File: src/rtl/incskip_pkg.sv
package incskip_pkg;
    localparam int unsigned OPC_W = 6;
    localparam logic [OPC_W-1:0] OPC_INC_SKZ  = 6'b001111;
    localparam logic [OPC_W-1:0] OPC_INC_SKNZ = 6'b010010;

    typedef enum logic [1:0] {
        PH_DEC = 2'd0,
        PH_RD  = 2'd1,
        PH_EXE = 2'd2,
        PH_WB  = 2'd3
    } qphase_e;

    typedef enum logic [1:0] {
        OP_NONE = 2'd0,
        OP_SKZ  = 2'd1,
        OP_SKNZ = 2'd2
    } op_e;
endpackage

File: src/rtl/incskip_decode.sv
module incskip_decode
    import incskip_pkg::*;
#(
    parameter int unsigned INSTR_W = 16,
    parameter int unsigned DATA_W  = 8
) (
    input  logic [INSTR_W-1:0] word,
    output op_e                op,
    output logic               to_file,
    output logic               use_bank,
    output logic [DATA_W-1:0]  fsel
);
    localparam int unsigned OPC_LSB = INSTR_W - OPC_W;
    localparam int unsigned D_BIT   = DATA_W + 1;
    localparam int unsigned A_BIT   = DATA_W;

    logic [OPC_W-1:0] opc;

    always_comb begin
        opc      = word[INSTR_W-1:OPC_LSB];
        to_file  = word[D_BIT];
        use_bank = word[A_BIT];
        fsel     = word[DATA_W-1:0];
        if (opc == OPC_INC_SKZ) begin
            op = OP_SKZ;
        end else if (opc == OPC_INC_SKNZ) begin
            op = OP_SKNZ;
        end else begin
            op = OP_NONE;
        end
    end
endmodule

File: src/rtl/incskip_addr.sv
module incskip_addr #(
    parameter int unsigned DATA_W    = 8,
    parameter int unsigned BANK_W    = 4,
    parameter int unsigned ACC_SPLIT = 96
) (
    input  logic [DATA_W-1:0]        fsel,
    input  logic                     use_bank,
    input  logic [BANK_W-1:0]        bank_sel,
    input  logic                     ext_en,
    output logic [BANK_W+DATA_W-1:0] addr,
    output logic                     idx
);
    localparam logic [DATA_W-1:0] SPLIT = DATA_W'(ACC_SPLIT);

    logic low_half;

    always_comb begin
        low_half = (fsel < SPLIT);
        idx      = ext_en && !use_bank && low_half;
        if (use_bank) begin
            addr = {bank_sel, fsel};
        end else if (low_half) begin
            addr = {{BANK_W{1'b0}}, fsel};
        end else begin
            addr = {{BANK_W{1'b1}}, fsel};
        end
    end
endmodule

File: src/rtl/incskip_unit.sv
module incskip_unit
    import incskip_pkg::*;
#(
    parameter int unsigned INSTR_W   = 16,
    parameter int unsigned DATA_W    = 8,
    parameter int unsigned BANK_W    = 4,
    parameter int unsigned ACC_SPLIT = 96,
    parameter int unsigned FLUSH_W   = 2
) (
    input  logic                     clk,
    input  logic                     rst_n,
    input  logic [INSTR_W-1:0]       instr_word,
    input  logic                     instr_valid,
    input  logic                     next_two_word,
    input  logic [BANK_W-1:0]        bank_sel,
    input  logic                     ext_set_en,
    input  logic [DATA_W-1:0]        rd_data,
    output logic [1:0]               qphase,
    output logic [BANK_W+DATA_W-1:0] file_addr,
    output logic                     file_rd,
    output logic                     file_wr,
    output logic [DATA_W-1:0]        file_wdata,
    output logic                     w_wr,
    output logic [DATA_W-1:0]        w_wdata,
    output logic                     idx_mode,
    output logic                     squash
);
    localparam int unsigned ADDR_W = BANK_W + DATA_W;
    localparam logic [FLUSH_W-1:0] FLUSH_ONE = FLUSH_W'(1);
    localparam logic [FLUSH_W-1:0] FLUSH_TWO = FLUSH_W'(2);

    typedef struct packed {
        qphase_e             ph;
        logic                act;
        op_e                 op;
        logic                to_file;
        logic [ADDR_W-1:0]   addr;
        logic                idx;
        logic                two;
        logic [DATA_W-1:0]   opnd;
        logic [DATA_W-1:0]   res;
        logic                skip;
        logic [FLUSH_W-1:0]  pend;
    } state_t;

    state_t s_q, s_d;

    op_e               dec_op;
    logic              dec_to_file;
    logic              dec_use_bank;
    logic [DATA_W-1:0] dec_fsel;
    logic [ADDR_W-1:0] fa_addr;
    logic              fa_idx;
    logic [DATA_W-1:0] sum;
    logic              sum_zero;

    incskip_decode #(
        .INSTR_W (INSTR_W),
        .DATA_W  (DATA_W)
    ) u_decode (
        .word     (instr_word),
        .op       (dec_op),
        .to_file  (dec_to_file),
        .use_bank (dec_use_bank),
        .fsel     (dec_fsel)
    );

    incskip_addr #(
        .DATA_W    (DATA_W),
        .BANK_W    (BANK_W),
        .ACC_SPLIT (ACC_SPLIT)
    ) u_addr (
        .fsel     (dec_fsel),
        .use_bank (dec_use_bank),
        .bank_sel (bank_sel),
        .ext_en   (ext_set_en),
        .addr     (fa_addr),
        .idx      (fa_idx)
    );

    always_comb begin
        s_d      = s_q;
        s_d.ph   = qphase_e'(2'(s_q.ph + 2'd1));
        sum      = s_q.opnd + DATA_W'(1);
        sum_zero = (sum == '0);
        case (s_q.ph)
            PH_DEC: begin
                if (s_q.pend != '0) begin
                    s_d.pend = s_q.pend - FLUSH_ONE;
                    s_d.act  = 1'b0;
                end else begin
                    s_d.act     = instr_valid && (dec_op != OP_NONE);
                    s_d.op      = dec_op;
                    s_d.to_file = dec_to_file;
                    s_d.addr    = fa_addr;
                    s_d.idx     = fa_idx;
                    s_d.two     = next_two_word;
                end
                s_d.skip = 1'b0;
            end
            PH_RD: begin
                if (s_q.act && !s_q.idx) begin
                    s_d.opnd = rd_data;
                end
            end
            PH_EXE: begin
                s_d.res  = sum;
                s_d.skip = s_q.act && !s_q.idx &&
                           ((s_q.op == OP_SKZ) ? sum_zero : !sum_zero);
            end
            default: begin
                s_d.act  = 1'b0;
                s_d.skip = 1'b0;
                if (s_q.skip) begin
                    s_d.pend = s_q.two ? FLUSH_TWO : FLUSH_ONE;
                end
            end
        endcase
    end

    always_ff @(posedge clk) begin
        if (!rst_n) begin
            s_q <= '0;
        end else begin
            s_q <= s_d;
        end
    end

    always_comb begin
        qphase     = s_q.ph;
        file_addr  = s_q.addr;
        file_rd    = s_q.act && !s_q.idx && (s_q.ph == PH_RD);
        file_wr    = s_q.act && !s_q.idx && (s_q.ph == PH_WB) && s_q.to_file;
        w_wr       = s_q.act && !s_q.idx && (s_q.ph == PH_WB) && !s_q.to_file;
        file_wdata = s_q.res;
        w_wdata    = s_q.res;
        idx_mode   = s_q.act && s_q.idx;
        squash     = (s_q.ph == PH_DEC) && (s_q.pend != '0);
    end
endmodule

File: config.mk
export PLATFORM = sky130hd
export DESIGN_NAME = incskip_unit
export DESIGN_NICKNAME = d
export VERILOG_FILES = /design/src/rtl/incskip_pkg.sv /design/src/rtl/incskip_decode.sv /design/src/rtl/incskip_addr.sv /design/src/rtl/incskip_unit.sv
export SDC_FILE = /design/constraint.sdc
export NUM_CORES = 1
export LEC_CHECK = 0
export BUFFER_PORTS_ARGS = -buffer_cell sky130_fd_sc_hd__buf_4
export CAP_MARGIN = 20
export CORE_ASPECT_RATIO = 1.2
export CORE_UTILIZATION = 45
export CTS_CLUSTER_DIAMETER = 40
export DETAILED_ROUTE_END_ITERATION = 7
export GPL_ROUTABILITY_DRIVEN = 0
export PLACE_DENSITY = 0.82
export SETUP_SLACK_MARGIN = 0.02
export SLEW_MARGIN = 15
export SYNTH_ARGS = -nofsm -noshare
export SYNTH_HDL_FRONTEND = slang
export SYNTH_SLANG_ARGS = --single-unit
export TNS_END_PERCENT = 100
File: constraint.sdc
create_clock -name clk -period 4.4 [get_ports clk]
set_input_delay 0.22 -clock clk [delete_from_list [all_inputs] [get_ports clk]]
set_output_delay 0.22 -clock clk [all_outputs]
set_load 0.03 [all_outputs]
# ---- Yosys cells after proc, flatten, opt, wreduce, memory -nomap -nowiden
# Index checks and enable logic that the tools add are counted.
dict set report classes {
  addsub 3
  magnitude_cmp 1
  n_eq_ne 7
  muxes 12
  n_bitwise 2
  reduce_logical 24
}
# cell n
set ops {}
lappend ops {{12-bit two-way mux} 2}
lappend ops {{1-bit logical AND} 11}
lappend ops {{2-bit two-way mux} 5}
lappend ops {{8-bit by 1-bit adder with 8-bit output (second input constant)} 1}
lappend ops {{8-bit logical NOT} 1}
lappend ops {{8-bit by 7-bit less-than comparator with 1-bit output (second input constant)} 1}
lappend ops {{6-bit by 4-bit == test with 1-bit output (second input constant)} 1}
lappend ops {{6-bit by 5-bit == test with 1-bit output (second input constant)} 1}
lappend ops {{2-bit nonzero test} 3}
lappend ops {{2-bit by 1-bit == test with 1-bit output (second input constant)} 2}
lappend ops {{2-bit == test (second input constant)} 2}
lappend ops {{1-bit logical NOT} 4}
lappend ops {{1-bit one-hot mux with 2 select lines} 2}
lappend ops {{2-bit one-hot mux with 2 select lines} 1}
lappend ops {{2-bit AND reduction} 2}
lappend ops {{3-bit AND reduction} 1}
lappend ops {{2-bit by 1-bit adder with 2-bit output (second input constant)} 1}
lappend ops {{2-bit logical NOT} 1}
lappend ops {{1-bit two-way mux} 2}
lappend ops {{2-bit by 1-bit != test with 1-bit output (second input constant)} 1}
lappend ops {{1-bit inverter} 2}
lappend ops {{2-bit OR reduction} 1}
lappend ops {{2-bit by 1-bit subtractor with 2-bit output (second input constant)} 1}
dict set report word_totals {
  regBits 39
  input_bits 33
  output_inout_bits 35
  word_cells 60
}

# ---- Depth between registers and ports, before layout
dict set report depth {
  word_depth 7
  depth_mapped 7
  ltp_nobuf 6
}

# ---- Modules after synthesis
# Synthesis repeated with hierarchy kept, for this count alone.
dict set report hier_totals {
  cells_unflattened 263
  hier_area_um2 2152.1
}
# module n_inst cells_per_inst area_per_inst_um2 seq_area_each_um2
set by_module_without_submodules {}
lappend by_module_without_submodules {incskip_unit 1 230 1925.6 780.7}
lappend by_module_without_submodules {incskip_addr 1 18 113.9 0.0}
lappend by_module_without_submodules {incskip_decode 1 15 112.6 0.0}

# ---- Least setup slack after synthesis
# No wires, ideal clock.
dict set report synth_timing {
  path_kind {reg-to-reg}
  start {reg s_q[11] in the netlist's numbering}
  end {reg s_q[2] in the netlist's numbering}
  setup_time_ns 0.127
  arrival_time_ns 1.742
  required_time_ns 4.273
  setup_slack_ns 2.531
  path_stages_with_launch 7
  path_buffers 0
  period_less_slack_ns 1.869
  path_cell_list {dfxtp_1 ha_1 or3_1 a211o_1 o41ai_1 a311oi_1 or3_1}
}
dict set report synth_between {
  elab_chain_len 6
}
# item line
set synth_lines {}
lappend synth_lines {{from (decl)} incskip_unit.sv:46} ;# state_t s_q, s_d;
lappend synth_lines {{from (signal assigned)} incskip_unit.sv:123} ;# s_q <= '0;
lappend synth_lines {{from (signal assigned)} incskip_unit.sv:125} ;# s_q <= s_d;
lappend synth_lines {{8-bit by 1-bit adder with 8-bit output (*)} incskip_unit.sv:84} ;# sum = s_q.opnd + DATA_W'(1);
lappend synth_lines {{8-bit logical NOT (*)} incskip_unit.sv:85} ;# sum_zero = (sum == '0);
lappend synth_lines {{1-bit logical NOT} incskip_unit.sv:109} ;# ((s_q.op == OP_SKZ) ? sum_zero : !sum_zero);
lappend synth_lines {{1-bit two-way mux (*)} incskip_unit.sv:109}
lappend synth_lines {{1-bit logical AND (*)} incskip_unit.sv:108} ;# s_d.skip = s_q.act && !s_q.idx &&
lappend synth_lines {{1-bit one-hot mux with 2 select lines (*)} incskip_unit.sv:86} ;# case (s_q.ph)
# Mark *: on every way between the ends. The rest lies on a longest branch, timed or not.
# A chain may end at the register's enable or synchronous reset.

# ---- Final worst setup path
# Same ends and word-level chain as after synthesis.

==> flow_summary.yaml <==
floorplanning:
  die_w_microns: 62.3
  die_area_sq_um: 4630
  rows: 25
  die_h_microns: 74.4
  initial_core_util: 0.483
  io_pins: 68
  core_sq_um: 4070
global_route:
  grt_overflow: 0
  grt_max_degree: 37
  grt_use_met1: 0.196
  antenna_found_initial: 0
  grt.total_usage: 0.177
  grt_pass1_wl_microns: 6410
  grt_pass1_vias: 1495
  met3_usage: 0.0368
  grt_busiest_layer: "met2"
  use_met2: 0.325
synth:
  synth_area_sq_um: 1960
  yosysTopAreaCell: "dfxtp_1"
  synth-seq-cells: 39
  netlist_instances: 247
  synth_edf_count: 0
  synth_flop_cell: "dfxtp_1"
  synth.net_count: 287
  yosysUniqueCellTypes: 34
  synth-seq-area-share: 0.398
  syn_avg_cell_area_sq_um: 7.95
  yosys-top-cells-area: "dfxtp_1 (40%), buf_4 (11%), nand2_1 (9.2%), a21oi_1 (7.4%), ha_1 (4.5%)"
  ys_warn_count: 0
  async_reset_ff_frac: 0
  synth_top_area_frac: 0.398
worst_setup_path:
  r2r_start: "s_q[11]$_SDFFE_PN0P_"
  cp-start-kind: "flip-flop"
  arrival_ps: 2230
  crit_path_max_incr_delay_ps: 380
  worstPathCellList: "ha_1 > or3_1 > a211o_1 > o41ai_1 > a311oi_1 > or3_1"
  crit_type: "reg -> reg"
  cp_slowest_cell: "dfxtp_1"
  setup.worst_path.start: "s_q[11]$_SDFFE_PN0P_"
  reg2reg_depth: 6
  cp_common_cell: "or3_1"
  reg2reg_to: "s_q[2]$_SDFFE_PN0N_"
  crit_fanout: 7
  endpoint_kind: "flip-flop"
  critPathRequiredTime_ps: 4570
  rrSetupSlack_ps: 2350
sta:
  min_period_over_period: 0.467
  tightestPinTransition_ps: 635
  slew_viol_final: 0
  skew_ps: 3.27
  setup_tns_ps: 0
  fin_crit_ps: 2050
  fmaxAchievable_mhz: 487
  hold_ws_ps: 172
  rsz0062_at_grt: "false"
  setup_viol: 0
  setup_ws_ps: 2350
  hold_viol_final: 0
  maxSlewHeadroom: 0.576
cts:
  cts.clk_slew.worst_paths_ps: 70
  cts_root_buffer: "clkbuf_8"
  cts.sink_count: 39
  postCtsHoldBufs: 0
  post_cts_resized: 0
  cts_tree: "done"
  numCtsBuffers: 5
  post-cts-setup-buffer-count: 0
  clock_latency_ps: 290
  htreeDepth: 2
  cts.path.max_buffers: 2
worst_hold_path:
  whs_endpoint: "file_addr[1]$_SDFFE_PN0P_"
  min_path_type: "in -> reg"
  min_path_cells: 3
  min_from: "instr_word[1]"
routing:
  drc_errors: 0
  drt_iter0_drc: 48
  post_drt_via_cell_ratio: 5.05
  wl_per_cell_microns: 11.8
  via_count: 1693
  drt_wl_total_microns: 3940
  firstDrtPassIters: 4
  ant_nets: 0
placement:
  placed_cell_area_sq_um: 2270
  post-place-cells: 328
  port_buffers: 67
  pre_cts_ws_ps: 2340
  place_hpwl_microns: 2900
cells_and_area:
  mostFrequentLayoutCells: "buf_4 (67), nand2_1 (48), dfxtp_1 (39)"
  drive_above_1_share: 0.274
  final_area_sq_um: 2370
  areaGrowthSynthToFinish_pct: 20.9
  antenna_cells: 0
  utilization: 0.584
  fin_cells: 335
  final_common_cell: "buf_4"
  multi_input_area_sq_um: 892
  nNetsFinal: 322
  fillers: 388
  seq_area_sq_um: 781
status:
  status: "finished clean"
power:
  power.density_nw_per_um2: 354
  p_leak_nw: 1.00
  finalPower_uw: 841
  peakVddDrop_v: 0.000196
run:
  max_cap_viol_count: 0
[area by class of cell]
cell class	instances	area share
clock buffer	5	0.0290
multi-input combinational	161	0.376
tap	54	0.0285
inverter	7	0.0111
timing repair buffer	68	0.224
clock inverter	1	0.00316
sequential	39	0.329
[state kept, by name, summed over array words and instances (netlist names)]
| signal | flops |
|---|---|
| s_q | 17 |
| file_addr | 12 |
| file_wdata | 8 |
| qphase | 2 |
[layer usage]
| metal | part of all wire | vias to the layer above |
|---|---|---|
| li1 | - | 866 |
| met4 | 0.019 | 0 |
| met2 | 0.52 | 56 |
| met1 | 0.41 | 765 |
| met3 | 0.059 | 6 |
| met5 | 0 | - |
[Yosys cell counts, types with 5 or more instances]
library cell / number
nor2_1: 19
a211oi_1: 7
buf_4: 30
nor2b_1: 7
nand2_1: 48
nor3_1: 5
ha_1: 7
clkbuf_1: 9
a21oi_1: 29
dfxtp_1: 39
inv_1: 5
nand3_1: 7
[critical path, delay by kind of cell, from the launching register on]
kind                     cells  cell delay (ps)
AO/OA/AOI/OAI                3              560
adder cells (fa/ha/maj)      1              300
flip-flops                   1              380
AND/OR/NAND/NOR              2              700
[worst max path at each step]
stage | end | slack [ps] | cells past startpoint
6_report | s_q[2]$_SDFFE_PN0N_ | 2350 | 6
5_1_grt | s_q[1]$_SDFFE_PN0P_ | 2200 | 6
4_1_cts | s_q[1]$_SDFFE_PN0P_ | 2330 | 6
3_5_place_dp | s_q[1]$_SDFFE_PN0P_ | 2340 | 6
3_3_place_gp | s_q[1]$_SDFFE_PN0P_ | 2410 | 6
2_1_floorplan | s_q[2]$_SDFFE_PN0N_ | 2530 | 6
[power breakdown]
part	leakage [nW]	switching, mW	total, mW	internal, mW
sequential	0.318	0.0169	0.397	0.380
clock	0.0361	0.119	0.224	0.105
combinational	0.648	0.132	0.220	0.0875
total	1.00	0.268	0.841	0.573
[cells by family (layout without fill, tap and decap cells)]
| logic type | after synthesis | count (layout) | synth area share |
|---|---|---|---|
| buffers and inverters | 47 | 81 | 0.148 |
| adders and majority gates | 7 | 7 | 0.0446 |
| AOI/OAI and AO/OA | 47 | 47 | 0.145 |
| and+or+nand+nor | 101 | 101 | 0.237 |
| DFF | 39 | 39 | 0.398 |
| xor gates and xnor gates | 5 | 5 | 0.0223 |
| muxes | 1 | 1 | 0.00510 |
Note: power is estimated with default switching activity, not from simulation.
